<file path="src/rtl/lfsr_bloom_filter.sv">
module lfsr_bloom_filter #(
  parameter int TAG_W = 5,
  parameter int IDX_W = 3,
  parameter logic [4:0] SEED = 5'b00001
) (
  input  logic             clk,
  input  logic             rst_n,
  input  logic [1:0]       op,
  input  logic [TAG_W-1:0] tag,
  output logic             rsp_valid,
  output logic             rsp_maybe
);
  localparam int CNT_W = 5;
  localparam int DEPTH = 1 << IDX_W;
  localparam logic [1:0] OP_IDLE = 2'b00;
  localparam logic [1:0] OP_INC  = 2'b01;
  localparam logic [1:0] OP_DEC  = 2'b10;
  localparam logic [1:0] OP_PRB  = 2'b11;

  function automatic logic [CNT_W-1:0] step_up(input logic [CNT_W-1:0] s);
    return {s[3:0], s[2] ^ s[4]};
  endfunction

  function automatic logic [CNT_W-1:0] step_down(input logic [CNT_W-1:0] s);
    return {s[0] ^ s[3], s[4:1]};
  endfunction

  function automatic logic [IDX_W-1:0] fold(input logic [TAG_W-1:0] t);
    logic [IDX_W-1:0] h;
    h = '0;
    for (int i = 0; i < TAG_W; i++) h[i % IDX_W] = h[i % IDX_W] ^ t[i];
    return h;
  endfunction

  localparam logic [CNT_W-1:0] SAT = step_down(SEED);

  logic [CNT_W-1:0] mem [DEPTH];
  logic             s1_vld;
  logic [1:0]       s1_op;
  logic [IDX_W-1:0] s1_idx;
  logic [CNT_W-1:0] s1_val;
  logic [CNT_W-1:0] wr_data;
  logic [CNT_W-1:0] rd_val;
  logic [IDX_W-1:0] in_idx;
  logic             is_upd;

  assign in_idx = fold(tag);
  assign is_upd = s1_vld && (s1_op == OP_INC || s1_op == OP_DEC);

  always_comb begin
    wr_data = s1_val;
    if (s1_op == OP_INC && s1_val != SAT) wr_data = step_up(s1_val);
    if (s1_op == OP_DEC && s1_val != SEED) wr_data = step_down(s1_val);
  end

  assign rd_val = (is_upd && s1_idx == in_idx) ? wr_data : mem[in_idx];

  always_ff @(posedge clk) begin
    if (!rst_n) begin
      for (int i = 0; i < DEPTH; i++) mem[i] <= SEED;
      s1_vld <= 1'b0;
      s1_op  <= OP_IDLE;
      s1_idx <= '0;
      s1_val <= SEED;
    end else begin
      s1_vld <= (op != OP_IDLE);
      s1_op  <= op;
      s1_idx <= in_idx;
      s1_val <= rd_val;
      if (is_upd) mem[s1_idx] <= wr_data;
    end
  end

  assign rsp_valid = s1_vld && (s1_op == OP_PRB);
  assign rsp_maybe = rsp_valid && (s1_val != SEED);
endmodule


</file>
<file path="config.mk">
export PLATFORM = sky130hd
export DESIGN_NAME = lfsr_bloom_filter
export DESIGN_NICKNAME = d
export VERILOG_FILES = /design/src/rtl/lfsr_bloom_filter.sv
export SDC_FILE = /design/constraint.sdc
export NUM_CORES = 1
export LEC_CHECK = 0
export ABC_AREA = 1
export CAP_MARGIN = 10
export CORE_ASPECT_RATIO = 0.9
export CORE_MARGIN = 4
export CORE_UTILIZATION = 37
export CTS_BUF_LIST = sky130_fd_sc_hd__clkbuf_8
export CTS_CLUSTER_DIAMETER = 120
export DETAILED_ROUTE_END_ITERATION = 7
export DONT_BUFFER_PORTS = 1
export PLACE_DENSITY = 0.64
export SYNTH_ARGS = -nofsm -noshare
export SYNTH_HDL_FRONTEND = slang
export SYNTH_SLANG_ARGS = --single-unit
</file>
<file path="constraint.sdc">
create_clock -name clk -period 1.79 [get_ports clk]
set_input_delay 0.179 -clock clk [delete_from_list [all_inputs] [get_ports clk]]
set_output_delay 0.179 -clock clk [all_outputs]
set_load 0.005 [all_outputs]
</file>
==> results.toml, run 1 <==
[critical_path]
cp_cell_sequence = "buf_4, ha_1, or2_2, nand3_2, and2_4, nor2_2"
crit_type = "flip-flop to flip-flop"
path_buf_inv = 1
crit_arrival_ns = 1.76
rr_startpoint = "s1_op[0]"
crit_cells = 6
crit_path_end_kind = "flip-flop"
max_stage_delay_ns = 0.32
slowest_stage = "dfxtp_2"
rr_endpoint = "mem[6][4]"
r2r_cells = 6
reg2reg_slack_ns = 0.09
critPathMaxFanout = 8
critical_path.startpoint = "s1_op[0]"
worstSetupStartpointType = "flip-flop"
crit_required_ns = 1.85
crit_family = "simple AND/OR/NAND/NOR gates"
setup.worst_path.end = "mem[6][4]"

[synthesis]
yosysSeqAreaShare = 0.506
yosys_register_bits = 51
avgSynthCellArea_um2 = 7.98
yosysUniqueCellTypes = 25
syn_inst = 352
synth_nets = 364
yosys_warnings = 0
syn-cell-area_um2 = 2810

[global_route]
antenna_found_initial = 0
grt_max_degree = 21
overflow = 0
grt_pass1_vias = 2132
grt_pass1_wl_mm = 10.2
track_usage = 0.143

[die]
start_util = 0.389
core_um2 = 7220
io-pin-count = 11
rows = 29
fp.dieW_um = 99.9
die_height_um = 90.7
die_area_um2 = 9060

[layout]
postLayoutCellArea_um2 = 3150
num_antenna_cells = 0
syn_to_final_growth_pct = 12.2
fin_cells = 461
mostFrequentLayoutCells = "92 x nand2_1, 50 x inv_1, 46 x nand3_1"
layout-drive-gt1-share = 0.190
final_common_cell = "nand2_1"
fin_nets = 379

[placement]
port_buffers = 0
dp_cells = 448
gp_congestion = 0.833
dpl_worst_slack_ns = -0.0100
placed_cell_area_um2 = 2960
place_hpwl_mm = 4.43

[sta]
hold_viol_final = 0
hold_ws_ns = 0.00976
min_period_ns = 1.70
worst_pin_slew_ns = 0.426
worst_slack_ns = 0.0944
maxSlewHeadroom = 0.715
max_freq_ghz = 0.590
fin_worst_skew_ns = 0.00753
setup_viol = 0
finalCritPeriodShare = 0.947
drv_slew = 0

[detailed_routing]
wl_met3_um = 291
ant_nets = 0
met1Wirelength_mm = 2.95
vias_per_cell = 4.79
wl_per_cell_um = 13.3
vias = 2207
met2_wirelength_mm = 2.82
drc = 0
drt_iter0_markers = 167
routed.top_layer = "met4"
wl_mm = 6.11
drtPass1Iterations = 4

[clock_network]
post_cts_buffers = 0
cts.sinks = 51
clk_latency_ns = 0.30
clockRootBuffer = "clkbuf_8"
cts_buffers = 5
htreeDepth = 2
cts_buffer_depth = 2
cts_tree = "done"
path_clk_slew_ns = 0.08

[power_and_ir_drop]
p_per_area_nw_per_um2 = 778
p_leak_nw = 1.33
ir_drop_v = 0.000425

[worst_hold_path]
hp-class = "input port to flip-flop"

[run_status]
status = "completed"

[run]
maxCapViolCount = 0
## synth_stat cells
library cell / instances / area [µm²]
nand3_4: 1 / 17.5
inv_1: 52 / 195
buf_6: 2 / 22.5
clkbuf_1: 1 / 3.75
or2_2: 1 / 6.26
nand3b_1: 1 / 7.51
nor2_2: 9 / 56.3
o21ai_2: 2 / 17.5
nor2_1: 53 / 199
nand3_1: 47 / 235
buf_4: 2 / 15.0
buf_2: 5 / 25.0
inv_2: 3 / 11.3
nand2_2: 1 / 6.26
and2_4: 2 / 17.5
dfxtp_1: 11 / 220
nand3_2: 3 / 30.0
a31oi_1: 1 / 6.26
nor2_4: 6 / 67.6
nand2_4: 1 / 11.3
edfxtp_1: 40 / 1200
o21ai_0: 1 / 5.00
a21oi_1: 4 / 20.0
ha_1: 3 / 37.5
nand2_1: 100 / 375
## through the flow
step / util / TNS (ns) / power (mW)
2_1_floorplan: - / 0 / 1.69
3_3_place_gp: 0.410 / 0 / 1.79
3_5_place_dp: 0.410 / -0.0994 / 1.79
4_1_cts: 0.430 / 0 / 2.46
5_1_grt: 0.436 / -0.00574 / 2.57
6_report: 0.436 / 0 / 2.45
## metal layers
metal  GRT usage  vias to the layer above
met4      0.0398                        0
met2       0.219                       45
met1       0.204                     1020
met5           0                        -
li1            -                     1136
met3      0.0263                        6
## cell type report
| class | count | area (µm²) |
|---|---|---|
| Clock inverter | 2 | 7.51 |
| Sequential cell | 51 | 1420 |
| Clock buffer | 6 | 82.6 |
| Timing Repair Buffer | 18 | 148 |
| Inverter | 55 | 206 |
| Fill cell | 724 | 4070 |
| Multi-Input combinational cell | 236 | 1170 |
| Tap cell | 93 | 116 |
## worst min-delay path by stage
stage | startpoint | end | slack (ns) | cells after the start
floorplan | op[1] | s1_op[1] | 0.30 | 2
global placement | tag[2] | s1_idx[2] | 0.28 | 2
detailed placement | tag[2] | s1_idx[2] | 0.28 | 2
CTS | rst_n | s1_val[4] | 0.0005 | 2
global route | rst_n | s1_val[4] | 0.007 | 2
finish | rst_n | s1_val[4] | 0.01 | 2
## flip-flops by register name, summed over array words and instances, names as in the netlist
signal / flops
mem: 40
s1_val: 5
s1_idx: 3
s1_op: 2
s1_vld: 1
## worst reg2reg max path: stages (launching register included)
cell and delay, ns:
dfxtp_2 0.32, buf_4 0.13, ha_1 0.28, or2_2 0.31, nand3_2 0.09, and2_4 0.27, nor2_2 0.05
## report_power, final
part,switching (mW),internal (mW)
sequential,0.0325,1.32
clock,0.366,0.305
combinational,0.290,0.139
total,0.689,1.76
## what timing repair did
item / 4_1_cts / 5_1_grt
endpoints found under the hold margin: 7 / 0
hold buffers: 5 / 0
pin swaps: 0 / 2
setup endpoints to repair: 15 / 72
resized for setup: 3 / 20
## cells by family (layout without fill, tap and decap cells)
group / Yosys count / in the layout / synth area share
buffers and inverters: 65 / 81 / 0.0971
adder cells (fa/ha/maj): 3 / 3 / 0.0134
flip-flops: 51 / 51 / 0.506
AO/OA/AOI/OAI: 8 / 8 / 0.0174
AND/OR/NAND/NOR: 225 / 225 / 0.366
No activity file was read; power rests on OpenSTA's default activity.
==> run 2, diff against run 1 <==
Settings changed: CORE_UTILIZATION 37 to 59, PLACE_DENSITY 0.64 to 0.89, SETUP_SLACK_MARGIN set to 0.2.
==> run 2 against run 1 <==
Flip-flop and latch count stayed put; register-to-register slack better by 0.14 ns; non-clock buffer count is 3 lower; critical path type unchanged.
==> results.toml, run 2 (synthesis results as in run 1) <==
[run_status]
status = "completed"

[clock_network]
clk_latency_ns = 0.30
path_clk_slew_ns = 0.08
cts_buffers = 5
cts_buffer_depth = 2
cts.sinks = 51
cts_tree = "done"
clockRootBuffer = "clkbuf_8"
htreeDepth = 2

[detailed_routing]
wl_mm = 6.29
drtPass1Iterations = 5
vias_per_cell = 5.40
vias = 2305
wl_per_cell_um = 14.7
drc = 0
drt_iter0_markers = 237
ant_nets = 0

[run]
maxCapViolCount = 0

[layout]
fin_cells = 427
fin_nets = 376
layout-drive-gt1-share = 0.230
largest_reg_flops = 40
post-route-util = 0.711
mostFrequentLayoutCells = "92 x nand2_1, 46 x nand3_1, 42 x inv_1"
postLayoutCellArea_um2 = 3210
syn_to_final_growth_pct = 14.3
regMostFlops = "mem"
top_regs = "mem (40), s1_val (5), s1_idx (3)"
final_common_cell = "nand2_1"
num_antenna_cells = 0

[die]
core_um2 = 4520
rows = 23
start_util = 0.622
fp.dieW_um = 80.7
io-pin-count = 11
die_area_um2 = 5930
die_height_um = 73.5

[sta]
hold_viol_final = 0
setup_viol = 0
worst_pin_slew_ns = 0.434
rsz0062_at_grt = "yes"
min_period_ns = 1.56
drv_slew = 0
worst_slack_ns = 0.235
fin_worst_skew_ns = 0.00326
finalCritPeriodShare = 0.869
setup_tns_ns = 0
max_freq_ghz = 0.643
hold_ws_ns = 0.0164
maxSlewHeadroom = 0.710

[critical_path]
slowest_stage = "dfxtp_2"
crit_type = "flip-flop to flip-flop"
crit_family = "simple AND/OR/NAND/NOR gates"
path_buf_inv = 4
crit_path_end_kind = "flip-flop"
crit_cells = 9
r2r_cells = 9
crit_arrival_ns = 1.58
crit_required_ns = 1.81
max_stage_delay_ns = 0.34
worstSetupStartpointType = "flip-flop"
cp_cell_sequence = "inv_1, ha_4, inv_2, nand3_4, nor2_4, inv_4, nor2_4, inv_4, nand2_4"
critPathMaxFanout = 5

[placement]
port_buffers = 0
dp_cells = 412
dpl_worst_slack_ns = 0.0343
placed_cell_area_um2 = 2900
gp_congestion = 0.883
place_hpwl_mm = 4.14

[power_and_ir_drop]
p_leak_nw = 1.33
ir_drop_v = 0.000520
p_per_area_nw_per_um2 = 754
p_total_mw = 2.42

[global_route]
overflow = 0
grt_pass1_wl_mm = 9.65
antenna_found_initial = 0
grt_max_degree = 18
track_usage = 0.224
grt_pass1_vias = 2051

[worst_hold_path]
hp-class = "input port to flip-flop"
holdPathStages = 2
-- run 2: changes by cell type in the layout (fill, tap and decap cells not counted), sizes merged --
cell         previous run  this run
clkbuf                  6         5
inv                    56        57
buf                    13        11
clkinv                  1         0
dlygate4sd3             5         4
clkinvlp                0         1
-- run 2: final timing paths --
path | start | endpoint | slack, ns
max | s1_op[0] | mem[3][4] | 0.23
min | rst_n | s1_val[3] | 0.02
max reg2reg | s1_op[0] | mem[3][4] | 0.23
min reg2reg | mem[3][1] | s1_val[1] | 0.65
-- run 2: repair_timing --
item	4_1_cts	5_1_grt
gates cloned	0	0
endpoints found under the hold margin	7	0
gates resized for setup	25	21
pin swaps	5	8
hold buffers	4	0
setup buffers	1	2
endpoints found under the setup margin	80	77
-- run 2: worst reg2reg max path, cell delays in order, from the launching register on --
cell	delay, ns
dfxtp_2	0.34
inv_1	0.06
ha_4	0.22
inv_2	0.07
nand3_4	0.11
nor2_4	0.12
inv_4	0.08
nor2_4	0.13
inv_4	0.07
nand2_4	0.09
-- run 2: layout make-up --
| class | instances | area [µm²] |
|---|---|---|
| Sequential cell | 51 | 1430 |
| Fill cell | 329 | 1310 |
| Multi-Input combinational cell | 236 | 1280 |
| Clock buffer | 5 | 68.8 |
| Clock inverter | 3 | 12.5 |
| Timing Repair Buffer | 15 | 123 |
| Tap cell | 62 | 77.6 |
| Inverter | 55 | 221 |
-- run 2: power breakdown --
part / internal (mW) / switching [mW] / total [mW]
clock: 0.262 / 0.345 / 0.607
sequential: 1.32 / 0.0365 / 1.36
combinational: 0.148 / 0.310 / 0.458
-- run 2: layer usage --
layer,vias to the layer above,wire (µm),global-route usage,part of all wire
met4,0,242,0.118,0.038
li1,1132,-,-,-
met5,-,0,0,0
met2,110,2910,0.353,0.46
met1,1038,2630,0.280,0.42
met3,25,516,0.0637,0.082
==> run 3, diff against run 2 <==
Settings changed: RECOVER_POWER set to 100.
==> run 3 against run 2 <==
Combinational power shrank 3%; register-to-register slack lost 0.09 ns; clock skew grew 0.00072 ns; largest cell class unchanged.
==> results.toml, run 3 (synthesis results as in run 1) <==
[placement]
dp_cells = 412
place_hpwl_mm = 4.14
gp_congestion = 0.883
port_buffers = 0

[layout]
fin_nets = 376
fin_cells = 427
final_common_cell = "nand2_1"
regMostFlops = "mem"
n_fill_cell = 342
regArea_um2 = 1420
multi_input_area_um2 = 1250
mostFrequentLayoutCells = "93 x nand2_1, 48 x nand3_1, 47 x inv_1"
syn_to_final_growth_pct = 12.7
num_antenna_cells = 0
layout-drive-gt1-share = 0.189
top_regs = "mem (40), s1_val (5), s1_idx (3)"
post-route-util = 0.701
largest_reg_flops = 40

[global_route]
grt_pass1_wl_mm = 9.65
grt_pass1_vias = 2051
antenna_found_initial = 0
grt_max_degree = 18
overflow = 0
track_usage = 0.224

[power_and_ir_drop]
p_total_mw = 2.41
p_leak_nw = 1.32
ir_drop_v = 0.000524
p_per_area_nw_per_um2 = 761

[run_status]
status = "completed"

[sta]
max_freq_ghz = 0.607
worst_pin_slew_ns = 0.744
setup_tns_ns = 0
finalCritPeriodShare = 0.921
min_period_ns = 1.65
maxSlewHeadroom = 0.504
hold_viol_final = 0
rsz0062_at_grt = "yes"
drv_slew = 0
hold_ws_ns = 0.0150
fin_worst_skew_ns = 0.00398
setup_viol = 0

[clock_network]
clk_latency_ns = 0.30
cts_buffer_depth = 2
cts_buffers = 5
cts.sinks = 51
htreeDepth = 2
cts_tree = "done"
path_clk_slew_ns = 0.08
clockRootBuffer = "clkbuf_8"

[die]
rows = 23
die_area_um2 = 5930
start_util = 0.622
io-pin-count = 11
fp.dieW_um = 80.7
die_height_um = 73.5
core_um2 = 4520

[detailed_routing]
ant_nets = 0
wl_mm = 6.33
drtPass1Iterations = 5
vias = 2310
drt_iter0_markers = 256
wl_per_cell_um = 14.8
vias_per_cell = 5.41
drc = 0

[run]
maxCapViolCount = 0

[critical_path]
crit_required_ns = 1.85
worstSetupStartpointType = "flip-flop"
crit_path_end_kind = "flip-flop"
crit_type = "flip-flop to flip-flop"
critPathMaxFanout = 8
crit_arrival_ns = 1.71

[worst_hold_path]
hp-class = "input port to flip-flop"
==> run 3: where the power goes <==
| group | total (mW) | switching [mW] | internal, mW |
|---|---|---|---|
| clock | 0.608 | 0.346 | 0.262 |
| combinational | 0.443 | 0.304 | 0.139 |
| sequential | 1.36 | 0.0358 | 1.32 |
| total | 2.41 | 0.686 | 1.72 |
==> run 3: layout make-up <==
type	instances	area share
flip-flops and latches	51	0.450
multi-input cells	236	0.396
inverters	55	0.0676
repair buffers	15	0.0367
well taps	62	0.0245
clock buffers	5	0.0217
clock inverters	3	0.00395
==> run 3: final timing paths <==
| path | from | to | slack, ns | depth (start not counted) |
|---|---|---|---|---|
| worst max-delay path | s1_op[1] | mem[3][4] | 0.14 | 6 |
| worst min register to register | mem[3][1] | s1_val[1] | 0.65 | 4 |
| worst max register to register | s1_op[1] | mem[3][4] | 0.14 | 6 |
| worst min-delay path | rst_n | s1_val[3] | 0.01 | 2 |
==> run 3: critical path, stage by stage, from the launching register on <==
cell and delay, ns:
dfxtp_1 0.42, inv_1 0.10, ha_4 0.19, or2_4 0.22, nand3_1 0.11, and2_4 0.29
nor2_1 0.07
==> run 3: layer usage <==
layer  part of all wire  routed length, µm  track usage
met5                  0                  0            0
met4              0.037                233        0.118
met3              0.083                525       0.0637
met2               0.46               2930        0.353
met1               0.42               2640        0.280
==> run 3: metrics by stage <==
stage	area (µm²)	setup slack, ns
4_1_cts	3120	0.208
6_report	3170	0.142
3_3_place_gp	2900	0.0725
2_1_floorplan	2830	0.175
3_5_place_dp	2900	0.0343
5_1_grt	3170	0.0876
==> run 3: what timing repair did <==
action,4_1_cts,5_1_grt
buffers inserted,1,2
resized for setup,25,21
hold buffers,4,0
endpoints found under the setup margin,80,77
pin swaps,5,8
hold endpoints to repair,7,0
cloned,0,0
